`src/rtl/usb_tx_pkg.sv`:
```
package usb_tx_pkg;

    localparam logic [7:0] SYNC_BYTE = 8'h80;
    localparam logic [7:0] PID_NAK   = 8'h5A;
    localparam logic [7:0] PID_ACK   = 8'hD2;
    localparam logic [7:0] STOP_BYTE = 8'hFF;

    // reflected form of x^16+x^15+x^2+1
    localparam logic [15:0] CRC_POLY_REFL = 16'hA001;

    typedef enum logic [2:0] {
        EN_IDLE,
        EN_SEND,
        EN_EOP1,
        EN_EOP2,
        EN_EOPJ
    } enc_phase_t;

    typedef enum logic [1:0] {
        SQ_IDLE,
        SQ_RUN,
        SQ_WAIT
    } seq_phase_t;

    typedef enum logic [1:0] {
        PK_DATA,
        PK_NAK,
        PK_ACK
    } pkt_kind_t;

endpackage

```
`src/rtl/tx_image_store.sv`:
```
module tx_image_store
    import usb_tx_pkg::*;
#(
    parameter int DATA_MAX = 8,
    localparam int DEPTH = DATA_MAX + 4,
    localparam int PW = $clog2(DEPTH + 1)
) (
    input  logic          clk,
    input  logic          rst_n,
    input  logic          open_i,
    input  logic [3:0]    sel_i,
    input  logic          wr_i,
    input  logic [7:0]    byte_i,
    input  logic          lock_i,
    input  logic          consume_i,
    input  logic [PW-1:0] rd_idx_i,
    output logic [7:0]    rd_byte_o,
    output logic          ready_o,
    output logic          hw_crc_o,
    output logic [PW-1:0] n_data_o,
    output logic [PW-1:0] len_o
);

    typedef struct packed {
        logic [DEPTH-1:0][7:0] mem;
        logic [PW-1:0]         wptr;
        logic [PW-1:0]         n;
        logic                  hw;
        logic                  ready;
    } store_t;

    store_t q, d;
    logic   close_now;

    always_comb begin
        d         = q;
        close_now = 1'b0;
        if (consume_i) begin
            d.ready = 1'b0;
            d.wptr  = '0;
        end else if (open_i && !lock_i) begin
            d.ready = 1'b0;
            d.wptr  = '0;
            d.hw    = (sel_i != 4'd0);
            d.n     = (int'(sel_i) > DATA_MAX) ? PW'(DATA_MAX) : PW'(sel_i);
        end else if (wr_i && !q.ready) begin
            if (q.hw) begin
                close_now = (q.wptr == PW'(2) + q.n);
            end else begin
                close_now = (byte_i == STOP_BYTE) && (q.wptr >= PW'(2));
            end
            if (close_now) begin
                d.ready = 1'b1;
            end else if (q.wptr < PW'(DEPTH)) begin
                d.mem[q.wptr] = byte_i;
                d.wptr        = q.wptr + 1'b1;
            end
        end
    end

    always_ff @(posedge clk) begin
        if (!rst_n) begin
            q <= '0;
        end else begin
            q <= d;
        end
    end

    assign rd_byte_o = (rd_idx_i < PW'(DEPTH)) ? q.mem[rd_idx_i] : 8'h00;
    assign ready_o   = q.ready;
    assign hw_crc_o  = q.hw;
    assign n_data_o  = q.n;
    assign len_o     = q.wptr;

    // a closed image is frozen until consumed or reopened
    a_r11_closed_frozen: assert property (@(posedge clk) disable iff (!rst_n)
        (q.ready && !consume_i && !open_i) |=> ($stable(q.mem) && $stable(q.wptr)));

    // the write pointer never runs past the storage
    a_r2_wptr_bound: assert property (@(posedge clk) disable iff (!rst_n)
        q.wptr <= PW'(DEPTH));

endmodule

```
`src/rtl/tx_crc16.sv`:
```
module tx_crc16
    import usb_tx_pkg::*;
(
    input  logic       clk,
    input  logic       rst_n,
    input  logic       seed_i,
    input  logic       en_i,
    input  logic [7:0] din_i,
    output logic [7:0] crc_lo_o,
    output logic [7:0] crc_hi_o
);

    logic [15:0] crc_q, crc_d, step;

    always_comb begin
        step = crc_q;
        for (int i = 0; i < 8; i++) begin
            if (step[0] ^ din_i[i]) begin
                step = (step >> 1) ^ CRC_POLY_REFL;
            end else begin
                step = step >> 1;
            end
        end
        if (seed_i) begin
            crc_d = 16'hFFFF;
        end else if (en_i) begin
            crc_d = step;
        end else begin
            crc_d = crc_q;
        end
    end

    always_ff @(posedge clk) begin
        if (!rst_n) begin
            crc_q <= 16'hFFFF;
        end else begin
            crc_q <= crc_d;
        end
    end

    assign crc_lo_o = ~crc_q[7:0];
    assign crc_hi_o = ~crc_q[15:8];

endmodule

```
`src/rtl/tx_line_encoder.sv`:
```
module tx_line_encoder
    import usb_tx_pkg::*;
#(
    parameter int CLKS_PER_BIT = 8,
    localparam int DW = (CLKS_PER_BIT > 1) ? $clog2(CLKS_PER_BIT) : 1
) (
    input  logic       clk,
    input  logic       rst_n,
    input  logic       push_i,
    input  logic [7:0] push_byte_i,
    input  logic       push_last_i,
    output logic       full_o,
    output logic       done_o,
    output logic       dp_o,
    output logic       dm_o,
    output logic       oe_o
);

    typedef struct packed {
        logic [DW-1:0] div;
        enc_phase_t    phase;
        logic [7:0]    sh;
        logic [3:0]    cnt;
        logic          slast;
        logic [7:0]    hold;
        logic          hv;
        logic          hlast;
        logic [2:0]    ones;
        logic          line;
        logic          se0;
        logic          oe;
    } enc_t;

    enc_t q, d;
    logic tick, emit, ebit, base_line;
    logic [2:0] base_ones;

    assign tick = (q.div == DW'(CLKS_PER_BIT - 1));

    always_comb begin
        d         = q;
        emit      = 1'b0;
        ebit      = 1'b0;
        base_line = q.line;
        base_ones = q.ones;
        d.div     = tick ? '0 : q.div + 1'b1;
        if (push_i && !q.hv) begin
            d.hold  = push_byte_i;
            d.hv    = 1'b1;
            d.hlast = push_last_i;
        end
        if (tick) begin
            case (q.phase)
                EN_IDLE: begin
                    if (q.hv) begin
                        d.phase   = EN_SEND;
                        d.oe      = 1'b1;
                        d.se0     = 1'b0;
                        base_line = 1'b1;
                        base_ones = 3'd0;
                        emit      = 1'b1;
                        ebit      = q.hold[0];
                        d.sh      = {1'b0, q.hold[7:1]};
                        d.cnt     = 4'd7;
                        d.slast   = q.hlast;
                        d.hv      = 1'b0;
                    end
                end
                EN_SEND: begin
                    if (q.ones == 3'd6) begin
                        emit = 1'b1;
                    end else if (q.cnt != 4'd0) begin
                        emit  = 1'b1;
                        ebit  = q.sh[0];
                        d.sh  = {1'b0, q.sh[7:1]};
                        d.cnt = q.cnt - 1'b1;
                    end else if (q.hv) begin
                        emit    = 1'b1;
                        ebit    = q.hold[0];
                        d.sh    = {1'b0, q.hold[7:1]};
                        d.cnt   = 4'd7;
                        d.slast = q.hlast;
                        d.hv    = 1'b0;
                    end else begin
                        d.phase = EN_EOP1;
                        d.se0   = 1'b1;
                    end
                end
                EN_EOP1: d.phase = EN_EOP2;
                EN_EOP2: begin
                    d.se0   = 1'b0;
                    d.line  = 1'b1;
                    d.phase = EN_EOPJ;
                end
                EN_EOPJ: begin
                    d.oe    = 1'b0;
                    d.phase = EN_IDLE;
                end
                default: d.phase = EN_IDLE;
            endcase
        end
        if (emit) begin
            d.line = ebit ? base_line : ~base_line;
            d.ones = ebit ? base_ones + 3'd1 : 3'd0;
        end
    end

    always_ff @(posedge clk) begin
        if (!rst_n) begin
            q       <= '0;
            q.phase <= EN_IDLE;
            q.line  <= 1'b1;
        end else begin
            q <= d;
        end
    end

    assign full_o = q.hv;
    assign done_o = tick && (q.phase == EN_EOPJ);
    assign oe_o   = q.oe;
    assign dp_o   = q.oe && !q.se0 && q.line;
    assign dm_o   = q.oe && !q.se0 && !q.line;

    // six ones in a row are always followed by a line toggle
    a_r5_stuff_toggles: assert property (@(posedge clk) disable iff (!rst_n)
        (q.phase == EN_SEND && tick && q.ones == 3'd6) |=> (q.line != $past(q.line)));

    // the byte feed never runs dry in the middle of a packet
    a_r4_no_underrun: assert property (@(posedge clk) disable iff (!rst_n)
        (q.phase == EN_SEND && tick && q.ones != 3'd6 && q.cnt == 4'd0 && !q.hv) |-> q.slast);

    // SE0 lasts beyond its first clock
    a_r6_se0_held: assert property (@(posedge clk) disable iff (!rst_n)
        $rose(q.se0) |=> q.se0);

    // SE0 ends into a driven J
    a_r6_j_after_se0: assert property (@(posedge clk) disable iff (!rst_n)
        $fell(q.se0) |-> (q.oe && q.line));

endmodule

```
`src/rtl/usb_tx_serializer.sv`:
```
module usb_tx_serializer
    import usb_tx_pkg::*;
#(
    parameter int DATA_MAX     = 8,
    parameter int CLKS_PER_BIT = 8,
    parameter int IS_EP0       = 1,
    localparam int DEPTH = DATA_MAX + 4,
    localparam int PW    = $clog2(DEPTH + 1)
) (
    input  logic       clk,
    input  logic       rst_n,
    input  logic       img_open,
    input  logic [3:0] img_sel,
    input  logic       img_wr,
    input  logic [7:0] img_byte,
    input  logic       tok_in,
    input  logic       tok_setup,
    output logic       usb_dp,
    output logic       usb_dm,
    output logic       usb_oe
);

    localparam logic SETUP_EN = (IS_EP0 != 0);

    typedef struct packed {
        seq_phase_t    phase;
        pkt_kind_t     kind;
        logic [PW-1:0] idx;
    } seq_t;

    seq_t q, d;

    logic          img_ready, img_hw, consume, lock;
    logic [PW-1:0] img_n, img_len;
    logic [7:0]    mem_byte, crc_lo, crc_hi;
    logic          enc_full, enc_done;
    logic          push, crc_en, crc_seed, setup_ok;
    logic [7:0]    sel_byte;
    logic          sel_last;

    assign setup_ok = tok_setup && SETUP_EN;
    assign lock     = (q.phase != SQ_IDLE) && (q.kind == PK_DATA);
    assign crc_seed = (q.phase == SQ_IDLE);

    tx_image_store #(.DATA_MAX(DATA_MAX)) u_store (
        .clk       (clk),
        .rst_n     (rst_n),
        .open_i    (img_open),
        .sel_i     (img_sel),
        .wr_i      (img_wr),
        .byte_i    (img_byte),
        .lock_i    (lock),
        .consume_i (consume),
        .rd_idx_i  (q.idx),
        .rd_byte_o (mem_byte),
        .ready_o   (img_ready),
        .hw_crc_o  (img_hw),
        .n_data_o  (img_n),
        .len_o     (img_len)
    );

    tx_crc16 u_crc (
        .clk      (clk),
        .rst_n    (rst_n),
        .seed_i   (crc_seed),
        .en_i     (crc_en),
        .din_i    (mem_byte),
        .crc_lo_o (crc_lo),
        .crc_hi_o (crc_hi)
    );

    tx_line_encoder #(.CLKS_PER_BIT(CLKS_PER_BIT)) u_enc (
        .clk         (clk),
        .rst_n       (rst_n),
        .push_i      (push),
        .push_byte_i (sel_byte),
        .push_last_i (sel_last),
        .full_o      (enc_full),
        .done_o      (enc_done),
        .dp_o        (usb_dp),
        .dm_o        (usb_dm),
        .oe_o        (usb_oe)
    );

    // byte selection for the current packet position
    always_comb begin
        sel_byte = SYNC_BYTE;
        sel_last = 1'b0;
        case (q.kind)
            PK_NAK: begin
                sel_byte = (q.idx == '0) ? SYNC_BYTE : PID_NAK;
                sel_last = (q.idx == PW'(1));
            end
            PK_ACK: begin
                sel_byte = (q.idx == '0) ? SYNC_BYTE : PID_ACK;
                sel_last = (q.idx == PW'(1));
            end
            default: begin
                if (img_hw) begin
                    if (q.idx < PW'(2) + img_n) begin
                        sel_byte = mem_byte;
                    end else if (q.idx == PW'(2) + img_n) begin
                        sel_byte = crc_lo;
                    end else begin
                        sel_byte = crc_hi;
                    end
                    sel_last = (q.idx == PW'(3) + img_n);
                end else begin
                    sel_byte = mem_byte;
                    sel_last = (q.idx == img_len - PW'(1));
                end
            end
        endcase
    end

    always_comb begin
        d       = q;
        push    = 1'b0;
        consume = 1'b0;
        crc_en  = 1'b0;
        case (q.phase)
            SQ_IDLE: begin
                if (tok_in) begin
                    d.phase = SQ_RUN;
                    d.idx   = '0;
                    d.kind  = img_ready ? PK_DATA : PK_NAK;
                end else if (setup_ok) begin
                    d.phase = SQ_RUN;
                    d.idx   = '0;
                    d.kind  = img_ready ? PK_DATA : PK_ACK;
                end
            end
            SQ_RUN: begin
                if (!enc_full) begin
                    push   = 1'b1;
                    crc_en = (q.kind == PK_DATA) && img_hw &&
                             (q.idx >= PW'(2)) && (q.idx < PW'(2) + img_n);
                    d.idx  = q.idx + 1'b1;
                    if (sel_last) begin
                        d.phase = SQ_WAIT;
                    end
                end
            end
            SQ_WAIT: begin
                if (enc_done) begin
                    d.phase = SQ_IDLE;
                    consume = (q.kind == PK_DATA);
                end
            end
            default: d.phase = SQ_IDLE;
        endcase
    end

    always_ff @(posedge clk) begin
        if (!rst_n) begin
            q.phase <= SQ_IDLE;
            q.kind  <= PK_NAK;
            q.idx   <= '0;
        end else begin
            q <= d;
        end
    end

    // nothing is driven while the sequencer is idle
    a_r1_quiet_idle: assert property (@(posedge clk) disable iff (!rst_n)
        (q.phase == SQ_IDLE) |-> !usb_oe);

    // a sent data packet empties the image
    a_r9_consumed: assert property (@(posedge clk) disable iff (!rst_n)
        (q.phase == SQ_WAIT && enc_done && q.kind == PK_DATA) |=> !img_ready);

    // the packet kind does not change while a packet is in flight
    a_r10_kind_held: assert property (@(posedge clk) disable iff (!rst_n)
        (q.phase != SQ_IDLE) |=> $stable(q.kind));

endmodule

```
`config.mk`:
```
export PLATFORM = sky130hd
export DESIGN_NAME = usb_tx_serializer
export DESIGN_NICKNAME = d
export VERILOG_FILES = /design/src/rtl/usb_tx_pkg.sv /design/src/rtl/tx_image_store.sv /design/src/rtl/tx_crc16.sv /design/src/rtl/tx_line_encoder.sv /design/src/rtl/usb_tx_serializer.sv
export SDC_FILE = /design/constraint.sdc
export NUM_CORES = 1
export LEC_CHECK = 0
export BUFFER_PORTS_ARGS = -buffer_cell sky130_fd_sc_hd__buf_2
export CORE_MARGIN = 2
export CORE_UTILIZATION = 42
export DETAILED_ROUTE_END_ITERATION = 10
export SYNTH_ARGS = -nofsm -noshare
export SYNTH_HDL_FRONTEND = slang
export SYNTH_SLANG_ARGS = --single-unit
```
`constraint.sdc`:
```
create_clock -name clk -period 2.9 [get_ports clk]
set_input_delay 0.145 -clock clk [delete_from_list [all_inputs] [get_ports clk]]
set_output_delay 0.145 -clock clk [all_outputs]
set_load 0.01 [all_outputs]
```
==> out/qor.csv <==
stage,metric,value,unit
run_status,outcome,"complete, no violations",
critical_path,slowest_delay,0.52,ns
final_layout,final_cell_area,9641,um2
route,antenna_left,0,
synthesis,synth_area,8407,um2
global_route,grt_remaining_overflow,0,
route,drc,0,
final_layout,drive_above_1_share,16.78,%
synthesis,ys_seq_elements,162,
floorplanning,die_h,145.5,um
clock_network,cts_buffers,17,
route,post_drt_wl_per_cell,16.28,um
critical_path,cp_cell_sequence,buf_12 > mux4_2 > mux2i_1 > o21ai_1 > xnor2_1 > xnor3_1 > xnor3_2 > xnor2_1 > o211ai_2,
synthesis,synth_common_cells,"dfxtp_1 (162), mux2i_1 (139), nor2b_1 (114), nand2_1 (56), clkbuf_1 (43)",
timing,tns,0,ns
placed_design,dpl_worst_slack,0.06038,ns
final_layout,diodes,0,
timing,fin_crit,2.792,ns
synthesis,postSynthAreaPerCell,9.856,um2
placed_design,place_hpwl,12780,um
clock_network,cts-root-buf,clkbuf_16,
timing,finalClockSkew,0.01124,ns
floorplanning,dieArea,21160,um2
floorplanning,chipWidth,145.5,um
global_route,grt_pass1_vias,5837,
route,drt_iter0_drc,358,
floorplanning,fp-row-count,51,
critical_path,cp_slowest_cell,mux4_2,
hold_path,hold_path_class,input pin to flip-flop,
clock_network,tritoncts,yes,
floorplanning,ioPinCount,21,
critical_path,crit_top_cell,xnor2_1,
final_layout,area_growth,14.67,%
timing,hold_ws,0.05237,ns
timing,finalSetupViolations,0,
floorplanning,start_util,43.05,%
clock_network,clk_latency,0.43,ns
placed_design,gp_congestion,0.8211,
timing,hold_viol,0,
power,max-vdd-ir-drop,340.8,uV
power,power_leakage,4.303,nW
timing,relSlewSlack,60.63,%
synthesis,synth_edf_count,0,
synthesis,synthMuxAreaShare,20.70,%
critical_path,cp_max_fo,19,
synthesis,synth_warnings,0,
route,drt-pass1-iter-count,4,
critical_path,path_delay_family,XOR/XNOR gates,
synthesis,synth_most_common_cell,dfxtp_1,
critical_path,cp-end-kind,flip-flop,
route,avgViaCountPerCell,5.186,
synthesis,synthXorXnorAreaFrac,5.045,%
timing,worstMarginPinSlew,0.5867,ns
critical_path,start_kind,flip-flop,
route,drt-total-wl,18870,um
timing,final_max_slew_viol_count,0,
synthesis,synth_area_leaders,"dfxtp_1 (39%), mux2i_1 (17%), nor2b_1 (8.5%), ha_1 (3.3%), mux4_2 (3.2%)",
clock_network,clock-sinks,162,
critical_path,reg2reg_slack,0.11,ns
global_route,grt_usage,18.32,%
clock_network,cts_buffer_depth,2,
critical_path,arrival,3.10,ns
placed_design,io_buffer_count,20,
synthesis,ys_async_sr_fraction,0,%
final_layout,nets,921,
clock_network,htree_levels,4,
synthesis,synth_top_family_by_area,multiplexers,
floorplanning,core_area,19530,um2
job,maxCapViolCount,0,
critical_path,critPathKind,flip-flop to flip-flop,
synthesis,syn_nets,893,
synthesis,ys.flop_type,dfxtp_1,
timing,fin_crit_sh,96.29,%
global_route,grt_pass1_wl,31250,um
synthesis,synthSimpleGateAreaFrac,19.39,%
final_layout,fin_util,49.37,%
global_route,grt_max_degree,99,
synthesis,yosys.area.top_type,dfxtp_1,
critical_path,worstPathRequired,3.21,ns
placed_design,placed_area,8972,um2
route,route.vias.total,6010,
synthesis,synth_top_area_share,38.58,%
final_layout,nFillCells,1854,
timing,rsz0062_at_grt,true,
timing,fin_ws,0.1076,ns
clock_network,path_clk_slew,0.07,ns
critical_path,path_buf_inv,1,
timing,fmax,358.1,MHz
global_route,antenna_found_initial,0,
synthesis,netlist_instances,853,
synthesis,synth_cell_types,67,
synthesis,synth-compound-area-share,9.287,%
power,power_density,542.2,nW/um2
synthesis,ys_seq_area_share,38.58,%
synthesis,synthAdderAreaFrac,3.274,%
==> worst paths after layout <==
kind / cells past startpoint / end / from
hold reg to reg: 1 / u_enc.q[32] / u_enc.q[32]
setup reg to reg: 9 / u_crc.crc_q[0] / q[1]
hold / removal: 3 / u_store.n_data_o[3] / img_sel[3]
setup / recovery: 9 / u_crc.crc_q[0] / q[1]
==> metrics by stage <==
stage | total power, W | cells
after floorplan | 0.002805 | 853
after global placement | 0.002977 | 1125
after detailed placement | 0.002980 | 1125
after CTS | 0.005275 | 1159
after global routing | 0.005433 | 1159
final | 0.005227 | 1159
==> timing repair <==
item	CTS	global route
gates resized for setup	0	11
endpoints found under the hold margin	2	0
setup endpoints to repair	0	50
hold buffers	2	0
buffers inserted	0	0
==> layout make-up <==
class | count | area, um2 | area share (%)
multi-input cells | 618 | 4912 | 50.95
flip-flops and latches | 162 | 3246 | 33.67
repair buffers | 65 | 486.7 | 5.049
clock buffers | 18 | 439.2 | 4.555
well taps | 265 | 331.6 | 3.439
clock inverters | 14 | 161.4 | 1.674
inverters | 17 | 63.81 | 0.6619
==> cell usage in the layout, fill, tap and decap left out, types with 8 or more instances in the layout <==
master / netlist / routed
buf_4: 2 / 40
o211ai_1: 11 / 11
a21oi_1: 17 / 17
clkbuf_16: 0 / 17
o21ai_0: 22 / 22
a21boi_0: 8 / 8
inv_1: 17 / 17
nand2_1: 56 / 56
xnor2_1: 16 / 16
mux4_2: 12 / 12
o211a_1: 9 / 9
nand3_1: 29 / 28
ha_1: 22 / 22
nor2_1: 30 / 30
mux2i_1: 139 / 137
xor2_1: 17 / 16
and2_1: 8 / 8
buf_2: 6 / 19
dfxtp_1: 162 / 160
nor3_1: 9 / 8
nor2b_1: 114 / 113
==> worst reg2reg max path: stages, from the launching register on <==
cell and delay, ns:
dfxtp_2 0.37, buf_12 0.20, mux4_2 0.52, mux2i_1 0.21, o21ai_1 0.16, xnor2_1 0.23, xnor3_1 0.46, xnor3_2 0.26
xnor2_1 0.19, o211ai_2 0.09
==> flip-flops by register name, indices dropped and copies added (netlist names) <==
| register | flops |
|---|---|
| u_store.q | 96 |
| u_enc.q | 30 |
| u_crc.crc_q | 16 |
| q | 8 |
| u_store.len_o | 4 |
| u_store.n_data_o | 4 |
| u_enc.full_o | 1 |
| u_enc.oe_o | 1 |
| u_store.hw_crc_o | 1 |
| u_store.ready_o | 1 |
==> metal layers <==
metal / wire length, um / part of all wire (%) / GRT usage (%)
met1: 9706 / 51 / 25.95
met2: 8171 / 43 / 27.75
met3: 565 / 3.0 / 3.636
met4: 428 / 2.3 / 6.618
met5: 0 / 0 / 0
==> power by group <==
group	internal, W	switching, W
sequential	0.00226	0.0000349
combinational	0.000305	0.000343
clock	0.00125	0.00103
total	0.00381	0.00141
==> logic make-up (layout without fill, tap and decap cells) <==
logic type	count (synthesis)	count (layout)
buffers and inverters	73	114
AND/OR/NAND/NOR	292	292
XOR/XNOR	40	40
flip-flops	162	162
AO/OA/AOI/OAI	106	106
adder cells (fa/ha/maj)	22	22
multiplexers	158	158
No activity file was read; power rests on OpenSTA's default activity.
